$ cat src/rtl/mbc_pkg.sv
package mbc_pkg;

    typedef enum logic [1:0] {
        K_FETCH = 2'd0,
        K_READ  = 2'd1,
        K_WRITE = 2'd2,
        K_NONE  = 2'd3
    } cyc_kind_e;

    typedef enum logic [2:0] {
        ST_IDLE = 3'd0,
        ST_T1   = 3'd1,
        ST_T2   = 3'd2,
        ST_T3   = 3'd3,
        ST_T4   = 3'd4
    } tstate_e;

endpackage

$ cat src/rtl/mbc_seq.sv
module mbc_seq
    import mbc_pkg::*;
#(
    parameter int AW = 16,
    parameter int DW = 8
) (
    input  logic          clk,
    input  logic          rst_n,
    input  logic          req_valid,
    input  logic [1:0]    req_kind,
    input  logic [AW-1:0] req_addr,
    input  logic [DW-1:0] req_wdata,
    output tstate_e       tstate,
    output logic          phase,
    output cyc_kind_e     kind_q,
    output logic [AW-1:0] addr_q,
    output logic [DW-1:0] wdata_q,
    output logic          done
);

    tstate_e nxt;
    logic    phase_nxt;
    logic    last_state;
    logic    accept;

    // Final T-state of the running cycle: T4 for fetch, T3 otherwise
    assign last_state = (tstate == ST_T4) ||
                        (tstate == ST_T3 && kind_q != K_FETCH);
    assign done       = last_state && phase;
    assign accept     = req_valid && (cyc_kind_e'(req_kind) != K_NONE) &&
                        (tstate == ST_IDLE || done);

    always_comb begin
        nxt = tstate;
        unique case (tstate)
            ST_IDLE: nxt = accept ? ST_T1 : ST_IDLE;
            ST_T1:   nxt = phase ? ST_T2 : ST_T1;
            ST_T2:   nxt = phase ? ST_T3 : ST_T2;
            ST_T3: begin
                if (!phase)                nxt = ST_T3;
                else if (kind_q == K_FETCH) nxt = ST_T4;
                else                       nxt = accept ? ST_T1 : ST_IDLE;
            end
            ST_T4:   nxt = !phase ? ST_T4 : (accept ? ST_T1 : ST_IDLE);
            default: nxt = ST_IDLE;
        endcase
        phase_nxt = (nxt == ST_IDLE || nxt != tstate) ? 1'b0 : ~phase;
    end

    always_ff @(posedge clk or negedge rst_n) begin
        if (!rst_n) begin
            tstate  <= ST_IDLE;
            phase   <= 1'b0;
            kind_q  <= K_FETCH;
            addr_q  <= '0;
            wdata_q <= '0;
        end else begin
            tstate <= nxt;
            phase  <= phase_nxt;
            if (accept) begin
                kind_q  <= cyc_kind_e'(req_kind);
                addr_q  <= req_addr;
                wdata_q <= req_wdata;
            end
        end
    end

    p_done_pulse_r8: assert property (@(posedge clk) disable iff (!rst_n)
        done |=> !done);

    p_chain_start_r10: assert property (@(posedge clk) disable iff (!rst_n)
        (done && req_valid && req_kind != 2'd3) |=> (tstate == ST_T1 && !phase));

    p_idle_phase_r1: assert property (@(posedge clk) disable iff (!rst_n)
        (tstate == ST_IDLE) |-> !phase);

endmodule

$ cat src/rtl/mbc_pins.sv
module mbc_pins
    import mbc_pkg::*;
#(
    parameter int AW = 16,
    parameter int DW = 8
) (
    input  logic             clk,
    input  logic             rst_n,
    input  tstate_e          tstate,
    input  logic             phase,
    input  cyc_kind_e        kind_q,
    input  logic [AW-1:0]    addr_q,
    input  logic [DW-1:0]    wdata_q,
    output logic [AW-DW-1:0] a_hi,
    output logic [DW-1:0]    ad_out,
    output logic             ad_oe,
    output logic             ale,
    output logic             rd_n,
    output logic             wr_n,
    output logic             io_m,
    output logic             s1,
    output logic             s0,
    output logic             pc_step,
    output logic             busy
);

    localparam int HI_W = AW - DW;

    logic is_wr;
    assign is_wr = (kind_q == K_WRITE);

    always_comb begin
        a_hi    = '0;
        ad_out  = '0;
        ad_oe   = 1'b0;
        ale     = 1'b0;
        rd_n    = 1'b1;
        wr_n    = 1'b1;
        io_m    = 1'b1;
        s1      = 1'b0;
        s0      = 1'b0;
        pc_step = 1'b0;
        busy    = (tstate != ST_IDLE);
        if (tstate != ST_IDLE) begin
            io_m = 1'b0;
            a_hi = addr_q[AW-1 -: HI_W];
            s1   = (kind_q == K_FETCH) || (kind_q == K_READ);
            s0   = (kind_q == K_FETCH) || is_wr;
        end
        unique case (tstate)
            ST_IDLE: ;
            ST_T1: begin
                ad_out = addr_q[DW-1:0];
                ad_oe  = 1'b1;
                ale    = !phase;
            end
            ST_T2: begin
                if (is_wr) begin
                    ad_out = wdata_q;
                    ad_oe  = 1'b1;
                    wr_n   = 1'b0;
                end else begin
                    rd_n = 1'b0;
                end
                pc_step = (kind_q == K_FETCH) && !phase;
            end
            ST_T3: begin
                if (is_wr) begin
                    ad_out = wdata_q;
                    ad_oe  = 1'b1;
                    wr_n   = phase;
                end else begin
                    rd_n = phase;
                end
            end
            ST_T4: ;
            default: ;
        endcase
    end

    p_ale_one_clk_r3: assert property (@(posedge clk) disable iff (!rst_n)
        ale |=> (!ale && !io_m));

    p_bus_released_r5: assert property (@(posedge clk) disable iff (!rst_n)
        !rd_n |-> !ad_oe);

    p_strobe_excl_r7: assert property (@(posedge clk) disable iff (!rst_n)
        !(!rd_n && !wr_n));

    p_pcstep_pulse_r9: assert property (@(posedge clk) disable iff (!rst_n)
        pc_step |=> (!pc_step && !rd_n));

endmodule

$ cat src/rtl/mbc_capture.sv
module mbc_capture
    import mbc_pkg::*;
#(
    parameter int DW = 8
) (
    input  logic          clk,
    input  logic          rst_n,
    input  tstate_e       tstate,
    input  logic          phase,
    input  cyc_kind_e     kind_q,
    input  logic [DW-1:0] ad_in,
    output logic [DW-1:0] rdata
);

    logic grab;
    assign grab = (tstate == ST_T3) && !phase && (kind_q != K_WRITE);

    always_ff @(posedge clk or negedge rst_n) begin
        if (!rst_n)    rdata <= '0;
        else if (grab) rdata <= ad_in;
    end

    p_hold_r6: assert property (@(posedge clk) disable iff (!rst_n)
        (kind_q == K_WRITE) |=> $stable(rdata));

endmodule

$ cat src/rtl/mux_bus_cycler.sv
module mux_bus_cycler
    import mbc_pkg::*;
#(
    parameter int AW = 16,
    parameter int DW = 8
) (
    input  logic             clk,
    input  logic             rst_n,
    input  logic             req_valid,
    input  logic [1:0]       req_kind,
    input  logic [AW-1:0]    req_addr,
    input  logic [DW-1:0]    req_wdata,
    output logic             busy,
    output logic             done,
    output logic [DW-1:0]    rdata,
    output logic             pc_step,
    output logic [AW-DW-1:0] a_hi,
    output logic [DW-1:0]    ad_out,
    output logic             ad_oe,
    input  logic [DW-1:0]    ad_in,
    output logic             ale,
    output logic             rd_n,
    output logic             wr_n,
    output logic             io_m,
    output logic             s1,
    output logic             s0
);

    tstate_e       tstate;
    logic          phase;
    cyc_kind_e     kind_q;
    logic [AW-1:0] addr_q;
    logic [DW-1:0] wdata_q;

    mbc_seq #(.AW(AW), .DW(DW)) u_seq (
        .clk(clk), .rst_n(rst_n),
        .req_valid(req_valid), .req_kind(req_kind),
        .req_addr(req_addr), .req_wdata(req_wdata),
        .tstate(tstate), .phase(phase), .kind_q(kind_q),
        .addr_q(addr_q), .wdata_q(wdata_q), .done(done)
    );

    mbc_pins #(.AW(AW), .DW(DW)) u_pins (
        .clk(clk), .rst_n(rst_n),
        .tstate(tstate), .phase(phase), .kind_q(kind_q),
        .addr_q(addr_q), .wdata_q(wdata_q),
        .a_hi(a_hi), .ad_out(ad_out), .ad_oe(ad_oe), .ale(ale),
        .rd_n(rd_n), .wr_n(wr_n), .io_m(io_m), .s1(s1), .s0(s0),
        .pc_step(pc_step), .busy(busy)
    );

    mbc_capture #(.DW(DW)) u_cap (
        .clk(clk), .rst_n(rst_n),
        .tstate(tstate), .phase(phase), .kind_q(kind_q),
        .ad_in(ad_in), .rdata(rdata)
    );

    p_status_hold_r4: assert property (@(posedge clk) disable iff (!rst_n)
        (busy && !done) |=> ({s1, s0} == $past({s1, s0})));

    p_idle_quiet_r1: assert property (@(posedge clk) disable iff (!rst_n)
        !busy |-> (rd_n && wr_n && io_m && !ale));

endmodule

$ cat config.mk
export PLATFORM = sky130hd
export DESIGN_NAME = mux_bus_cycler
export DESIGN_NICKNAME = d
export VERILOG_FILES = /design/src/rtl/mbc_pkg.sv /design/src/rtl/mbc_seq.sv /design/src/rtl/mbc_pins.sv /design/src/rtl/mbc_capture.sv /design/src/rtl/mux_bus_cycler.sv
export SDC_FILE = /design/constraint.sdc
export NUM_CORES = 1
export LEC_CHECK = 0
export BUFFER_PORTS_ARGS = -buffer_cell sky130_fd_sc_hd__buf_2
export CAP_MARGIN = 20
export CORE_MARGIN = 10
export CORE_UTILIZATION = 40
export DETAILED_ROUTE_END_ITERATION = 6
export PLACE_DENSITY = 0.65
export RECOVER_POWER = 50
export SLEW_MARGIN = 20
export SYNTH_ARGS = -nofsm -noshare
export SYNTH_HDL_FRONTEND = slang
export SYNTH_SLANG_ARGS = --single-unit
$ cat constraint.sdc
create_clock -name clk -period 2.9 [get_ports clk]
set_input_delay 0.29 -clock clk [delete_from_list [all_inputs] [get_ports clk]]
set_output_delay 0.29 -clock clk [all_outputs]
set_load 0.005 [all_outputs]
---- Word-level counts from Yosys, hierarchy flattened ----
Cells that the tools add are included.
storage, ports and cells
  bits of input ports ..................... 37
  output and inout port bits .............. 34
  flip-flop bits (word level) ............. 38
  word-level logic and storage cells ...... 58
cells by class
  reductions and logical operators ........ 19
  bitwise operators ....................... 1
  multiplexer cells ....................... 23
  eq/ne operators ......................... 9
operators by type and width
  cell                                            count
  two-way mux 8 bit                               2
  case mux 8 bit (2 select lines)                 1
  case mux 3 bit (5 select lines)                 1
  two-way mux 1 bit                               12
  two-way mux 3 bit                               3
  logical AND 1 bit                               7
  == test 3 x 2 -> 1 bit (second input constant)  2
  logical NOT 3 bit                               2
  case mux 1 bit (2 select lines)                 3
  logical OR 1 bit                                5
  != test 2 bit (second input constant)           2
  == test 3 x 1 -> 1 bit (second input constant)  1
  == test 3 bit (second input constant)           1
  != test 3 bit                                   1
  nonzero test 3 bit                              1
  == test 2 x 1 -> 1 bit (second input constant)  1
  == test 2 bit (second input constant)           1
  logical NOT 2 bit                               1
  two-way mux 2 bit                               1
  nonzero test 2 bit                              1
  OR reduction 2 bit                              1
  logical NOT 1 bit                               1
  inverter 1 bit                                  1

---- Depth between registers and ports, before layout ----
  depth after elaboration ................. 13
  gate-level depth with buffers ........... 6
  mapped depth without buffers ............ 4

---- Cells and area by module ----
Synthesis repeated with hierarchy kept, for this count alone.
second synthesis, totals
  cell total of the unflattened synthesis .. 131
  area total of the unflattened synthesis .. 1841.8 um2
by module, submodules not included
  module       times used  area an instance (um2)  sequential area each (um2)  cells each
  mbc_seq      1           1283.7                  750.7                       80
  mbc_capture  1           331.6                   200.2                       19
  mbc_pins     1           226.5                   0.0                         32

---- Worst setup path before layout ----
Ideal clock, no wire load.
  kind .................................... register -> register
  start point ............................. register u_seq.tstate[0]
  end point ............................... register u_seq.addr_q[14]
  library setup time ...................... 0.125 ns
  required time ........................... 2.775 ns
  arrival time ............................ 1.473 ns
  stages on the path, launching flop included .. 7
  setup slack ............................. 1.302 ns
  path buffers ............................ 2
  cell sequence ........................... dfrtp_1 buf_2 nor2_1 a21oi_2 nor2_4 buf_6 mux2_4
between the ends
  longest elaborated chain between the ends .. 6
ends and longest elaborated chain
  item                      RTL line       source
  start: declaration        mbc_seq.sv:13  output tstate_e tstate,
  start signal: assignment  mbc_seq.sv:58  tstate <= nxt;
  == test 3 x 2 -> 1 bit    mbc_seq.sv:28  (tstate == ST_T3 && kind_q != K_FETCH);
  logical AND 1 bit         mbc_seq.sv:28
  logical OR 1 bit          mbc_seq.sv:27  assign last_state = (tstate == ST_T4) ||
  logical AND 1 bit         mbc_seq.sv:29  assign done = last_state && phase;
  logical OR 1 bit (*)      mbc_seq.sv:31  (tstate == ST_IDLE || done);
  logical AND 1 bit (*)     mbc_seq.sv:30  assign accept = req_valid && (cyc_kind_e'(req_kind) != K_NONE) &&
  end signal: assignment    mbc_seq.sv:62  addr_q <= req_addr;
  end: declaration          mbc_seq.sv:16  output logic [AW-1:0] addr_q,
Mark *: on every way between the ends. The rest lies on a longest branch, timed or not.
A chain may end at the register's enable or synchronous reset.

---- Worst setup path after layout ----
  start point ............................. register u_seq.tstate[2]
  end point ............................... output ad_out[5]
between the ends
  longest elaborated chain between the ends .. 3
ends and longest elaborated chain
  item                                 RTL line              source
  == test 3 x 2 -> 1 bit               mbc_pins.sv:50        unique case (tstate)
  OR reduction 2 bit (no line)         --
  case mux 8 bit (2 select lines) (*)  mbc_pins.sv:50
  end: declaration                     mux_bus_cycler.sv:18  output logic [DW-1:0] ad_out,
Marks and branches as above.

==> impl_results.md <==
- Run status: finished with violations
- Failing checks: max-capacitance violations, max-slew violations
- Largest net degree at the start of global routing: 39
- Synthesized Nets: 174
- Multi-input gate area: 796 um2
- Max-cap violations: 1
- Area delta synth->final: 25.1%
- Post-cts resize count: 0
- ANT cells: 0
- Most common cell after layout, fill and taps aside: buf_2
- Crit path cell chain: nand2b_1 > nor2_1 > a22o_1 > buf_2
- Post-CTS Hold Fix Bufs: 0
- Worst clock skew: 6.60 ps
- Site row count: 24
- Worst Setup Slack, final: 741 ps
- Startpoint Class: flop
- Global-route usage over all layers: 11.2%
- NumNets Final: 246
- Core Region: 0.00435 mm2
- Final period util: 74.4%
- Global route total overflow: 0
- Fraction of layout cells with a size suffix above 1: 48.6%
- Min-delay worst type: primary input to flop
- Register Area: 951 um2
- Number of global-route vias before repair: 1429
- Fin Setup TNS: 0 ps
- Seq/Total Area, Yosys: 52.6%
- First-pass GRT wire length: 6880 um
- Power after layout: 2.53 mW
- CTS Buf Count: 5
- Commonest cells after routing, fill and taps aside: buf_2 (58), dfrtp_1 (38), mux2_4 (18)
- Synth Register Bits: 38
- Critical path buffer and inverter count: 1
- Fill cells: 400
- Clock Tree Root: clkbuf_8
- CP arrival: 1870 ps
- Non-Filler Instances: 262
- IO Pins: 71
- Reg2reg setup slack: 890 ps
- DRT Pass-1 Iters: 4
- Iter 0 DRT Violations: 67
- Leakage: 1.11 nW
- Via count: 1298
- Routed WL: 4250 um
- Antenna violations before repair: 0
- Max incr delay on CP: 570 ps
- Antenna-violating nets left: 0
- Kind of critical path: flop to output pin
- Worst slew margin: -31.9%
- Setup violations, final: 0
- Wire length per cell: 16.2 um
- Max Fanout on Critical Path: 10
- Worst slew pin tran: 1980 ps
- Post-CTS Setup Repair Bufs: 0
- Top delay family on crit path: simple AND/OR/NAND/NOR gates
- R2r worst-path depth: 5
- WHS: 227 ps
- Clk buf depth: 2
- CTS Sinks: 38
- Final critical-path required period: 2160 ps
- Post-detail-place hpwl: 3190 um
- Slew Viols, Final: 39
- Die H: 87.2 um
- Synth Area per Inst: 13.2 um2
- Post-route DRC: 0
- Vias per cell: 4.95
- Unique masters post-synth: 33
- Final hold vios: 0
- CP max-delay cell: nor2_1
- Unrepaired setup endpoints after global routing: false
- Die width: 87.2 um
- Post-synthesis cell area: 0.00181 mm2
- Finished Core Util: 51.9%
- Hold Crit Depth: 2
- Peak VDD IR: 0.000509 V
- Pwr per Cell Area: 1120 mW/mm2
- Top cell type's share of synthesized area: 52.6%
- Worst Hold End: u_seq.addr_q[6]$_DFFE_PN0N_
- Placement Setup Slack: 929 ps
- Capturing point of the worst reg2reg path: u_seq.addr_q[2]$_DFFE_PN0N_
- Placed cell area: 0.00219 mm2
- Worst-path clk slew: 80 ps
- Placed Cells: 254
- H-tree depth: 2
- Area leader, netlist: dfrtp_1
- GP Congestion: 0.768
- FF-to-FF Start: u_seq.tstate[0]$_DFF_PN0_
- Port Buffers: 70
- HP Start: req_addr[6]
- Yosys warns: 0
- Max Clock Freq: 463 MHz
- Die area: 0.00760 mm2
- Clock Latency Late Sink: 280 ps
- Initial Util: 41.5%
- CTS tree: built
- Final instance area: 0.00226 mm2
- Worst Setup End Kind: output pin
- Cell count after synthesis: 137
- Worst Path Required: 2610 ps
- Synth top area cells: dfrtp_1 (53%), mux2_4 (15%), mux2_2 (6.9%)
synthesized netlist by cell type, drive strengths merged:
cell type / n
nand2b: 2
or2: 2
nand2: 5
clkbuf: 3
and2: 1
and3b: 1
o21bai: 2
dfrtp: 38
a21bo: 1
xor2: 1
o22ai: 1
and3: 2
a221oi: 1
mux2: 32
nor2b: 9
nand3: 1
nand3b: 1
inv: 2
a22o: 10
a21oi: 2
nor2: 8
o21ai: 3
buf: 5
nor4: 1
nor3: 3
kinds of logic after synthesis:
group | share of synthesized area (%)
compound gates | 8.86
xor+xnor | 0.485
buf+inv | 3.26
flops | 52.6
mux | 23.7
simple gates | 11.1
worst max path at each step:
stage                              start                      endpoint  depth (start not counted)
6_report       u_seq.tstate[2]$_DFF_PN0_                     ad_out[5]                          4
5_1_grt        u_seq.tstate[2]$_DFF_PN0_                     ad_out[4]                          4
4_1_cts        u_seq.tstate[2]$_DFF_PN0_                     ad_out[5]                          4
3_5_place_dp   u_seq.tstate[0]$_DFF_PN0_  u_seq.wdata_q[1]$_DFFE_PN0N_                          5
3_3_place_gp   u_seq.tstate[0]$_DFF_PN0_   u_seq.addr_q[2]$_DFFE_PN0N_                          5
2_1_floorplan  u_seq.tstate[0]$_DFF_PN0_  u_seq.addr_q[14]$_DFFE_PN0N_                          6
sequential cells by signal (all words and copies together), names as in the netlist:
name,count
u_seq.tstate,3
u_cap.rdata,8
u_seq.wdata_q,8
u_seq.phase,1
u_seq.kind_q,2
u_seq.addr_q,16
power breakdown:
group,switching (mW),internal [mW]
clock,0.185,0.170
combinational,0.512,0.678
sequential,0.190,0.800
metal layers:
layer	global-route usage, %	vias up	share of wire (%)
met5	0	-	0
met4	3.04	0	0.47
met3	5.81	2	11
met2	17.2	55	45
met1	13.3	619	43
li1	-	622	-
final cells by class:
cell class	instances	share of cell area, %
Inverter	2	0.332
Clock buffer	6	3.21
Sequential cell	38	42.1
Clock inverter	2	0.609
Tap cell	52	2.88
Multi-Input combinational cell	89	35.2
Timing Repair Buffer	73	15.7
Note: power is estimated with default switching activity, not from simulation.
